===== src/rtl/pcer_pkg.sv =====
package pcer_pkg;
    parameter int HALF_W = 18;
    parameter int WORD_W = 2 * HALF_W;
    parameter int CHAN_W = 3;
    parameter int NCHAN  = 1 << CHAN_W;

    localparam logic [HALF_W-1:0] COND_MASK    = HALF_W'(18'o007760);
    localparam logic [HALF_W-1:0] RD_FLAG_MASK = HALF_W'(18'o007770);

    localparam int BIT_EN_SET = 15;
    localparam int BIT_EN_CLR = 14;
    localparam int BIT_FL_CLR = 13;
    localparam int BIT_FL_SET = 12;
    localparam int BIT_SVC    = 10;
    localparam int BIT_TIMER  = 5;

    typedef struct packed {
        logic [HALF_W-1:0] en;
        logic [HALF_W-1:0] fl;
        logic [CHAN_W-1:0] ch;
        logic              svc;
        logic              rd_valid;
        logic [WORD_W-1:0] rd_data;
    } pcer_state_t;
endpackage


===== src/rtl/pcer_wr_decode.sv =====
module pcer_wr_decode
    import pcer_pkg::*;
(
    input  logic              wr_en,
    input  logic [HALF_W-1:0] wr_half,
    input  logic              timer_expire,
    input  logic [HALF_W-1:0] en_cur,
    input  logic [HALF_W-1:0] fl_cur,
    input  logic [CHAN_W-1:0] ch_cur,
    output logic [HALF_W-1:0] en_nxt,
    output logic [HALF_W-1:0] fl_nxt,
    output logic [CHAN_W-1:0] ch_nxt,
    output logic              svc_nxt
);
    logic [HALF_W-1:0] field;
    logic [HALF_W-1:0] fl_load;
    logic              fl_touch;

    always_comb begin
        field    = wr_half & COND_MASK;
        fl_touch = wr_en && (wr_half[BIT_FL_CLR] || wr_half[BIT_FL_SET]);

        en_nxt = en_cur;
        ch_nxt = ch_cur;
        if (wr_en) begin
            ch_nxt = wr_half[CHAN_W-1:0];
            if (wr_half[BIT_EN_SET]) en_nxt = en_nxt | field;
            if (wr_half[BIT_EN_CLR]) en_nxt = en_nxt & ~field;
        end

        fl_load = fl_cur;
        if (wr_half[BIT_FL_CLR]) fl_load = fl_load & ~field;
        if (wr_half[BIT_FL_SET]) fl_load = fl_load | field;

        svc_nxt = fl_touch && fl_load[BIT_SVC];
        fl_nxt  = fl_cur;
        if (fl_touch) begin
            fl_nxt          = fl_load;
            fl_nxt[BIT_SVC] = 1'b0;
        end
        if (timer_expire) fl_nxt[BIT_TIMER] = 1'b1;
    end
endmodule


===== src/rtl/pcer_irq_enc.sv =====
module pcer_irq_enc
    import pcer_pkg::*;
(
    input  logic [HALF_W-1:0] en,
    input  logic [HALF_W-1:0] fl,
    input  logic [CHAN_W-1:0] ch,
    output logic [NCHAN-1:0]  irq_req
);
    logic pending;

    always_comb begin
        pending = |(en & fl & COND_MASK);
    end

    for (genvar i = 0; i < NCHAN; i++) begin : g_chan
        if (i == 0) begin : g_none
            assign irq_req[i] = 1'b0;
        end else begin : g_line
            assign irq_req[i] = pending && (ch == CHAN_W'(i));
        end
    end
endmodule


===== src/rtl/pcer_pack.sv =====
module pcer_pack
    import pcer_pkg::*;
(
    input  logic [HALF_W-1:0] en,
    input  logic [HALF_W-1:0] fl,
    input  logic [CHAN_W-1:0] ch,
    output logic [WORD_W-1:0] word
);
    logic [HALF_W-1:0] left_h;
    logic [HALF_W-1:0] right_h;

    always_comb begin
        left_h  = en & COND_MASK;
        right_h = (fl & RD_FLAG_MASK) | HALF_W'(ch);
        word    = {left_h, right_h};
    end
endmodule


===== src/rtl/proc_cond_reg.sv =====
module proc_cond_reg
    import pcer_pkg::*;
(
    input  logic              clk,
    input  logic              rst_n,
    input  logic              wr_en,
    input  logic [WORD_W-1:0] wr_data,
    input  logic              rd_en,
    input  logic              timer_expire,
    output logic              rd_valid,
    output logic [WORD_W-1:0] rd_data,
    output logic [NCHAN-1:0]  irq_req,
    output logic              svc_notify
);
    pcer_state_t s_d, s_q;

    logic [HALF_W-1:0] en_n, fl_n;
    logic [CHAN_W-1:0] ch_n;
    logic              svc_n;
    logic [WORD_W-1:0] packed_w;

    pcer_wr_decode u_dec (
        .wr_en        (wr_en),
        .wr_half      (wr_data[HALF_W-1:0]),
        .timer_expire (timer_expire),
        .en_cur       (s_q.en),
        .fl_cur       (s_q.fl),
        .ch_cur       (s_q.ch),
        .en_nxt       (en_n),
        .fl_nxt       (fl_n),
        .ch_nxt       (ch_n),
        .svc_nxt      (svc_n)
    );

    pcer_pack u_pack (
        .en   (s_q.en),
        .fl   (s_q.fl),
        .ch   (s_q.ch),
        .word (packed_w)
    );

    pcer_irq_enc u_irq (
        .en      (s_q.en),
        .fl      (s_q.fl),
        .ch      (s_q.ch),
        .irq_req (irq_req)
    );

    always_comb begin
        s_d          = s_q;
        s_d.en       = en_n;
        s_d.fl       = fl_n;
        s_d.ch       = ch_n;
        s_d.svc      = svc_n;
        s_d.rd_valid = rd_en;
        if (rd_en) s_d.rd_data = packed_w;
    end

    always_ff @(posedge clk) begin
        if (!rst_n) s_q <= '0;
        else        s_q <= s_d;
    end

    assign rd_valid   = s_q.rd_valid;
    assign rd_data    = s_q.rd_data;
    assign svc_notify = s_q.svc;

    // a write always loads the channel
    assert_chan_load_R2: assert property (@(posedge clk) disable iff (!rst_n)
        wr_en |=> (s_q.ch == $past(wr_data[CHAN_W-1:0])));

    // enables only move on a write
    assert_en_hold_R3: assert property (@(posedge clk) disable iff (!rst_n)
        !wr_en |=> $stable(s_q.en));

    // flags never leave the condition field
    assert_flag_field_R4: assert property (@(posedge clk) disable iff (!rst_n)
        (s_q.fl & ~COND_MASK) == '0);

    // a write without flag action keeps the flags
    assert_flags_hold_R5: assert property (@(posedge clk) disable iff (!rst_n)
        (wr_en && !wr_data[BIT_FL_CLR] && !wr_data[BIT_FL_SET] && !timer_expire)
        |=> $stable(s_q.fl));

    // the service bit is never held
    assert_svc_clear_R6: assert property (@(posedge clk) disable iff (!rst_n)
        !s_q.fl[BIT_SVC]);

    // timer expiry lands in its flag
    assert_timer_flag_R7: assert property (@(posedge clk) disable iff (!rst_n)
        timer_expire |=> s_q.fl[BIT_TIMER]);

    // read data valid exactly one cycle after a read
    assert_read_lat_R8: assert property (@(posedge clk) disable iff (!rst_n)
        rd_en |=> rd_valid);
    assert_read_idle_R8: assert property (@(posedge clk) disable iff (!rst_n)
        !rd_en |=> !rd_valid);

    // at most one request line, never on channel 0
    assert_irq_onehot_R9: assert property (@(posedge clk) disable iff (!rst_n)
        $onehot0(irq_req) && !irq_req[0]);
endmodule


===== config.mk =====
export PLATFORM = sky130hd
export DESIGN_NAME = proc_cond_reg
export DESIGN_NICKNAME = d
export VERILOG_FILES = /design/src/rtl/pcer_pkg.sv /design/src/rtl/pcer_wr_decode.sv /design/src/rtl/pcer_irq_enc.sv /design/src/rtl/pcer_pack.sv /design/src/rtl/proc_cond_reg.sv
export SDC_FILE = /design/constraint.sdc
export NUM_CORES = 1
export LEC_CHECK = 0
export BUFFER_PORTS_ARGS = -buffer_cell sky130_fd_sc_hd__buf_2
export CAP_MARGIN = 10
export CELL_PAD_IN_SITES_DETAIL_PLACEMENT = 2
export CELL_PAD_IN_SITES_GLOBAL_PLACEMENT = 2
export CORE_MARGIN = 2
export CORE_UTILIZATION = 25
export CTS_CLUSTER_DIAMETER = 200
export DETAILED_ROUTE_END_ITERATION = 8
export PLACE_DENSITY_LB_ADDON = 0.1
export SYNTH_ARGS = -nofsm -noshare
export SYNTH_HDL_FRONTEND = slang
export SYNTH_SLANG_ARGS = --single-unit

===== constraint.sdc =====
create_clock -name clk -period 1.3 [get_ports clk]
set_input_delay 0.065 -clock clk [delete_from_list [all_inputs] [get_ports clk]]
set_output_delay 0.065 -clock clk [all_outputs]
set_load 0.01 [all_outputs]

After elaboration in Yosys (flattened, before gate mapping)
Index checks and enable logic that the tools add are counted.
{"block": "classes", "n_eq_ne": 7, "mux": 7, "bitwise": 7, "n_reduce_logical": 12}
{"cell": "$mux 18", "count": 5}
{"cell": "$and 18x18->18", "count": 2}
{"cell": "$or 18x12->18", "count": 2}
{"cell": "$not 12->18", "count": 1}
{"cell": "$and 12x12->12", "count": 1}
{"cell": "$eq 3x3->1 const B", "count": 4}
{"cell": "$or 12x3->12", "count": 1}
{"cell": "$logic_and 1x1->1", "count": 9}
{"cell": "$reduce_or 8->1", "count": 1}
{"cell": "$eq 3x2->1 const B", "count": 2}
{"cell": "$mux 6", "count": 1}
{"cell": "$eq 3x1->1 const B", "count": 1}
{"cell": "$reduce_bool 2->1", "count": 1}
{"cell": "$logic_or 1x1->1", "count": 1}
{"cell": "$mux 1", "count": 1}
{"block": "totals", "ff_bits": 66, "inputBits": 41, "out_inout_bits": 46}

Logic depth before layout (Yosys ltp)
Gate-level depths: netlist of the first run.
{"block": "depth", "word_depth": 7, "mapped_depth": 6}

By module
Synthesis of the first run repeated with hierarchy kept, for this count alone.
{"block": "hier_totals", "hier_cells": 356, "hier_area_um2": 3668.5}
{"module": "proc_cond_reg", "n_inst": 1, "cells_each": 238, "area_per_inst_um2": 2760.1, "seq_area_each_um2": 1541.5}
{"module": "pcer_wr_decode", "n_inst": 1, "cells_each": 66, "area_per_inst_um2": 489.2, "seq_area_each_um2": 0.0}
{"module": "pcer_pack", "n_inst": 1, "cells_each": 37, "area_per_inst_um2": 274.0, "seq_area_each_um2": 0.0}
{"module": "pcer_irq_enc", "n_inst": 1, "cells_each": 15, "area_per_inst_um2": 145.1, "seq_area_each_um2": 0.0}

Least setup slack after synthesis of the first run
No wires, ideal clock.
{"block": "synth_path", "path_type": "register to output", "from": "register s_q[65] in the netlist's numbering", "to": "output irq_req[6]", "arrival_time_ns": 1.050, "required_time_ns": 1.235, "path_slack_ns": 0.185, "path_stages_with_launch": 4, "path_buffers": 0, "cell_sequence": "dfxtp_1 a222oi_1 nand3_1 and4b_1"}
{"block": "synth_via", "elab_chain_len": 3}
{"item": "start: declaration", "line_no": "proc_cond_reg.sv:15", "text": "pcer_state_t s_d, s_q;"}
{"item": "start signal: assignment", "line_no": "proc_cond_reg.sv:60", "text": "if (!rst_n) s_q <= '0;"}
{"item": "start signal: assignment", "line_no": "proc_cond_reg.sv:61", "text": "else s_q <= s_d;"}
{"item": "$and 12x12->12", "line_no": "pcer_irq_enc.sv:12", "text": "pending = |(en & fl & COND_MASK);"}
{"item": "$reduce_or 8->1", "line_no": "pcer_irq_enc.sv:12"}
{"item": "$logic_and 1x1->1", "line_no": "pcer_irq_enc.sv:19", "text": "assign irq_req[i] = pending && (ch == CHAN_W'(i));"}
{"item": "end: declaration", "line_no": "proc_cond_reg.sv:12", "text": "output logic [NCHAN-1:0] irq_req,"}
Every way passes these cells.

Final worst setup path of the first run
{"block": "layout_path", "from": "register s_q[65] in the netlist's numbering", "to": "output irq_req[5]"}
The elaborated chain is that of the path after synthesis.

==> results of run 1 <==
cells in the mapped netlist:
| master | number |
|---|---|
| nor2_1 | 9 |
| nor2b_1 | 27 |
| nand3_1 | 16 |
| a222oi_1 | 1 |
| and2_1 | 1 |
| and4b_1 | 3 |
| nor4bb_1 | 2 |
| clkbuf_1 | 5 |
| buf_2 | 4 |
| conb_1 | 1 |
| mux2i_1 | 21 |
| buf_4 | 22 |
| dfxtp_1 | 38 |
| a32oi_1 | 6 |
| buf_1 | 1 |
| and3_2 | 1 |
| a22oi_1 | 2 |
| nand2_1 | 9 |
| and4_1 | 2 |
| a21boi_0 | 1 |
| a31oi_1 | 9 |
worst paths after layout:
check,from,end,slack [ns],depth (start not counted)
hold / removal,wr_data[2],s_q[40]$_SDFFE_PN0P_,0.05,3
setup / recovery,s_q[65]$_SDFFE_PN0P_,irq_req[5],-0.39,4
setup reg to reg,s_q[65]$_SDFFE_PN0P_,s_q[65]$_SDFFE_PN0P_,0.41,4
hold reg to reg,flop,flop,0.48,2
flip-flops by register name (all words and copies together) (netlist names), named ones only:
signal / count
rd_valid: 1
svc_notify: 1
s_q: 17
rd_data: 18
power by group:
| group | switching, mW | internal, mW |
|---|---|---|
| Sequential | 0.0410 | 1.21 |
| Clock | 0.406 | 0.370 |
| Combinational | 0.179 | 0.142 |
layer usage:
metal | wire length, um | global-route usage (%) | vias up
li1 | - | - | 690
met1 | 2140 | 15.8 | 709
met2 | 2500 | 22.6 | 41
met3 | 229 | 3.13 | 4
met4 | 51 | 4.26 | 0
met5 | 0 | 0 | -
per-stage QoR:
step	cell area [um2]	util, %
floorplan	1790	-
global placement	2020	30.0
detailed placement	2020	30.0
CTS	2100	31.3
global route	2130	31.8
finish	2130	31.8
critical path, stage by stage (launching register included):
cell and delay, ns:
dfxtp_2 0.32, a222oi_1 0.42, nand3_2 0.22, and4b_1 0.24
buf_2 0.13
cell families (layout without fill, tap and decap cells):
| kind of cell | after synthesis | in the layout |
|---|---|---|
| simple gates | 70 | 70 |
| buf+inv | 32 | 63 |
| mux | 21 | 21 |
| flops | 38 | 38 |
| compound gates | 19 | 19 |
| other cells | 1 | 19 |
timing repair:
| action | 4_1_cts | 5_1_grt |
|---|---|---|
| buffers inserted | 0 | 1 |
| pin swaps | 5 | 3 |
| endpoints found under the hold margin | 0 | 0 |
| endpoints found under the setup margin | 7 | 7 |
| resized for setup | 3 | 4 |
area by class of cell:
cell class | instances | area [um2]
clock buffers | 7 | 76.3
repair buffers | 56 | 349
well taps | 80 | 100
multi-input cells | 129 | 845
flip-flops and latches | 38 | 763
fillers | 772 | 4590
==> results.json, run 1 <==
{
  "htree_levels": 2,
  "syn_inst": 181,
  "crit_type": "reg2out",
  "synth_fa_ha_area_share_pct": 0,
  "ir_worst_vdd_mv": 0.409,
  "cts_buffer_depth": 2,
  "cts_tree": "done",
  "grt_pass1_vias": 1496,
  "hold_viol_final": 0,
  "grt_max_degree": 35,
  "fp.dieArea_um2": 7570,
  "synth-xor-area-share_pct": 0,
  "cts_hold_buf": 0,
  "synthMuxAreaShare_pct": 12.2,
  "synth_cell_types": 21,
  "fmax_ghz": 0.591,
  "tns_ns": -2.58,
  "post-place-ws_ns": -0.124,
  "port_buffers": 46,
  "synth-seq-cells": 38,
  "antenna_cells": 0,
  "critPathLaunchType": "flop",
  "viasPerCell": 4.66,
  "power_density_nw_per_um2": 1100,
  "gp_congestion": 0.681,
  "core_area_um2": 6720,
  "hold_ws_ns": 0.0504,
  "vias": 1444,
  "setup-violations-final": 7,
  "violations": "setup timing",
  "grt-ovfl-total": 0,
  "ctsRootBufferMaster": "clkbuf_8",
  "rows": 30,
  "layout.cells.non_filler": 310,
  "area_growth_pct": 23.9,
  "dpl.hpwl_um": 3670,
  "routed_wl_um": 4920,
  "yosysSeqAreaShare_pct": 44.2,
  "final_common_cell": "buf_2",
  "cts.sinks": 38,
  "drt-pass1-iter-count": 4,
  "cp-end-kind": "output port",
  "drive_above_1_share_pct": 28.7,
  "cts_made_buffers": 5,
  "clkTransAtPathRegs_ns": 0.07,
  "start_util_pct": 25.6,
  "grt_usage_pct": 13.0,
  "antenna_found_initial": 0,
  "drc_errors": 0,
  "fin_crit_ns": 1.69,
  "drt_iter0_markers": 52,
  "status": "complete, but fails checks",
  "max_cap_violations": 0,
  "yosysWarningCount": 0,
  "grt_pass1_wl_um": 7520,
  "wl_per_cell_um": 15.9,
  "finalPower_mw": 2.35,
  "final_cell_mix": "45 x buf_2, 36 x dfxtp_1, 27 x nor2b_1",
  "synth_top_area_cell": "dfxtp_1",
  "die_h_um": 87.0,
  "synth.area.top_cells": "dfxtp_1 44%, mux2i_1 12%, nor2b_1 9.8%, buf_4 9.6%, nand3_1 4.7%",
  "fin_ws_ns": -0.391,
  "rsz0062_at_grt": "yes",
  "critPathArrivalTime_ns": 1.63,
  "slew_viol_final": 0,
  "required_ns": 1.24,
  "fin_skew_ns": 0.00468,
  "min_path_type": "in2reg",
  "period_share_pct": 130,
  "syn_area_um2": 1720,
  "placed_cells": 302,
  "synth_compound_area_share_pct": 8.21,
  "leakagePower_nw": 0.987,
  "synth_top_area_share_pct": 44.2,
  "worstPathMaxFanout": 7,
  "yosys.area_share.simple_pct": 23.1,
  "synth_top_family_by_area": "simple AND/OR/NAND/NOR gates",
  "clock_latency_ns": 0.29,
  "fp.dieW_um": 87.0,
  "fin_nets": 271,
  "ios": 87,
  "ant_nets": 0,
  "syn_avg_cell_area_um2": 9.51
}
Note: power is estimated with default switching activity, not from simulation.
==> run 2, diff against run 1 <==
--- a/config.mk
+++ b/config.mk
@@ -5,12 +5,13 @@
 export SDC_FILE = /design/constraint.sdc
 export NUM_CORES = 1
 export LEC_CHECK = 0
+export ABC_AREA = 1
 export BUFFER_PORTS_ARGS = -buffer_cell sky130_fd_sc_hd__buf_2
 export CAP_MARGIN = 10
 export CELL_PAD_IN_SITES_DETAIL_PLACEMENT = 2
 export CELL_PAD_IN_SITES_GLOBAL_PLACEMENT = 2
 export CORE_MARGIN = 2
-export CORE_UTILIZATION = 25
+export CORE_UTILIZATION = 23
 export CTS_CLUSTER_DIAMETER = 200
 export DETAILED_ROUTE_END_ITERATION = 8
 export PLACE_DENSITY_LB_ADDON = 0.1
==> run 2 against run 1 <==
  * The run now ends clean
  * Combinational power grew 21%
  * Clock power increased by 1%
  * Sequential share of layout area shrank 0.74 points
  * First-iteration DRC count down 58%
  * Critical path type unchanged
==> results.json, run 2 <==
{
  "status": "finished, final reports clean",
  "whs_endpoint": "s_q[50]$_SDFFE_PN0P_",
  "grt_pass1_vias": 1654,
  "drc_errors": 0,
  "clkTransAtPathRegs_ns": 0.08,
  "fillers": 912,
  "ctsRootBufferMaster": "clkbuf_8",
  "core_area_um2": 7250,
  "cts_buffer_depth": 2,
  "wl_met3_um": 231,
  "yosysMostFrequentCell": "dfxtp_1",
  "routed_wl_um": 4860,
  "synth_top_area_cell": "dfxtp_1",
  "switchingPower_mw": 0.692,
  "power_frac_comb_pct": 16.0,
  "htree_levels": 2,
  "whs_path_depth": 3,
  "cts_made_buffers": 5,
  "cpLargestDelayFamily": "simple AND/OR/NAND/NOR gates",
  "antenna_found_initial": 0,
  "setup-violations-final": 0,
  "drt_iter0_markers": 22,
  "largest_reg_flops": 18,
  "regToRegSetupSlack_ns": 0.45,
  "vias": 1567,
  "max_cap_violations": 0,
  "ios": 87,
  "worstPathMaxFanout": 4,
  "cp_num_buf_inv": 1,
  "antenna_cells": 0,
  "yosysWarningCount": 0,
  "slew_viol_final": 0,
  "synth_top_area_share_pct": 44.2,
  "grt_usage_pct": 12.1,
  "syn_area_um2": 1720,
  "cts_tree": "done",
  "required_ns": 1.24,
  "die_h_um": 90.5,
  "ant_nets": 0,
  "gp_congestion": 0.713,
  "crit_type": "reg2out",
  "synth.area.top_cells": "dfxtp_1 44%, buf_4 9.2%, nand2_1 7.0%, o21ai_1 6.7%, nor2_1 6.3%",
  "multi_input_area_um2": 797,
  "slowest_delay_ns": 0.33,
  "reg2reg_depth": 4,
  "critPathArrivalTime_ns": 1.21,
  "cp_cell_sequence": "nand2_2 -> nand2_2 -> nor2_4 -> nand2_4 -> nand2_4 -> nor2_1 -> buf_2",
  "leakagePower_nw": 1.14,
  "synth_ff_type": "dfxtp_1",
  "dpl.hpwl_um": 3690,
  "ir_worst_vdd_mv": 0.430,
  "area_growth_pct": 29.3,
  "highest_layer": "met4",
  "final_cell_mix": "46 x buf_2, 25 x dfxtp_1, 24 x nor2_1",
  "switching_share_pct": 28.3,
  "period_share_pct": 98.3,
  "hp-start": "wr_data[9]",
  "finalPower_mw": 2.45,
  "reg2reg_from": "s_q[50]$_SDFFE_PN0P_",
  "synth_cell_types": 18,
  "grt_max_degree": 17,
  "cts.sinks": 38,
  "min_path_type": "in2reg",
  "port_buffers": 46,
  "cp-end-kind": "output port",
  "start_util_pct": 23.7,
  "fin_nets": 324,
  "grt-ovfl-total": 0,
  "clock_latency_ns": 0.29,
  "power_density_nw_per_um2": 1100,
  "reg2reg_to": "rd_data[9]$_SDFFE_PN0P_",
  "synth-seq-cells": 38,
  "rows": 31,
  "viasPerCell": 4.10,
  "met1_length_um": 2310,
  "fin_skew_ns": 0.00573,
  "p_int_mw": 1.75,
  "yosysSeqAreaShare_pct": 44.2,
  "final_common_cell": "buf_2",
  "rsz0062_at_grt": "yes",
  "utilization_pct": 30.7,
  "hold_viol_final": 0,
  "wl_met2_um": 2280,
  "ys_async_sr_fraction_pct": 0,
  "syn_inst": 220,
  "ys_top_cells_by_count": "38 x dfxtp_1, 32 x nand2_1, 29 x nor2_1",
  "cp.depth": 7,
  "fin_crit_ns": 1.28,
  "hold_ws_ns": 0.0334,
  "synth-edff-count": 0,
  "register_area_um2": 779,
  "wl_per_cell_um": 12.7,
  "p_clk_share_pct": 32.2,
  "syn_avg_cell_area_um2": 7.82,
  "cp_slowest_cell": "dfxtp_2",
  "grt_pass1_wl_um": 7960,
  "drive_above_1_share_pct": 39.9,
  "fmax_ghz": 0.782,
  "fp.dieArea_um2": 8190,
  "critPathLaunchType": "flop",
  "seqPwrFrac_pct": 51.9,
  "drt-pass1-iter-count": 4,
  "fp.dieW_um": 90.5
}
## run 2: changes by cell type after synthesis, moves of 9 or more
cell     delta
nor2b_1    -27
nand2_1    +23
o21ai_1    +23
mux2i_1    -21
nor2_1     +20
inv_1      +19
a21oi_1    +15
nand3_1    -11
a31oi_1     -9
## run 2: metrics by stage
step / TNS (ns) / cells / cell area [um2] / setup WS [ns]
2_1_floorplan: 0 / 238 / 1790 / 0.444
3_5_place_dp: 0 / 362 / 1970 / 0.183
4_1_cts: -0.0536 / 381 / 2180 / -0.0193
5_1_grt: -0.320 / 382 / 2220 / -0.0539
6_report: 0 / 382 / 2220 / 0.0220
3_3_place_gp: 0 / 362 / 1970 / 0.199
## run 2: final cells by class
type,count,share of cell area [%]
multi-input cells,153,35.8
flip-flops and latches,38,35.0
repair buffers,64,16.4
well taps,99,5.57
inverters,21,3.54
clock buffers,6,3.26
clock inverters,1,0.337
## run 2: power by group through the flow
| stage | sequential, mW | clock (mW) | combinational (mW) |
|---|---|---|---|
| CTS | 1.27 | 0.832 | 0.387 |
| global placement | 1.30 | 0 | 0.342 |
| global route | 1.28 | 0.878 | 0.442 |
| floorplan | 1.31 | 0 | 0.247 |
| finish | 1.27 | 0.786 | 0.390 |
| detailed placement | 1.30 | 0 | 0.345 |
## run 2: worst max-delay path by stage
stage,from,end
after detailed placement,s_q[52]$_SDFFE_PN0P_,irq_req[4]
final,s_q[48]$_SDFFE_PN0P_,irq_req[7]
after CTS,s_q[46]$_SDFFE_PN0P_,irq_req[4]
after floorplan,s_q[46]$_SDFFE_PN0P_,irq_req[4]
after global routing,s_q[66]$_SDFFE_PN0P_,irq_req[7]
after global placement,s_q[49]$_SDFFE_PN0P_,irq_req[4]
## run 2: timing repair
item / 4_1_cts / 5_1_grt
endpoints found under the setup margin: 7 / 7
pin swaps: 11 / 10
setup buffers: 12 / 1
resized for setup: 22 / 13
hold buffers: 0 / 0
## run 2: cells by family after synthesis
| group | after synthesis | share of synthesized area (%) |
|---|---|---|
| AO/OA/AOI/OAI | 57 | 19.4 |
| buffers and inverters | 47 | 17.0 |
| flip-flops | 38 | 44.2 |
| other | 1 | 0.218 |
| AND/OR/NAND/NOR | 77 | 19.1 |
## run 2: worst register-to-register path, stage by stage, from the launching register on
cell and delay, ns:
dfxtp_2 0.33, buf_4 0.12, buf_4 0.13, nor2_2 0.12, nor2_1 0.06
## run 2: metal layers
metal  track usage, %  up-vias
li1                 -      791
met1             15.4      737
met2             20.3       37
met3             3.01        2
met5                0        -
met4             3.46        0
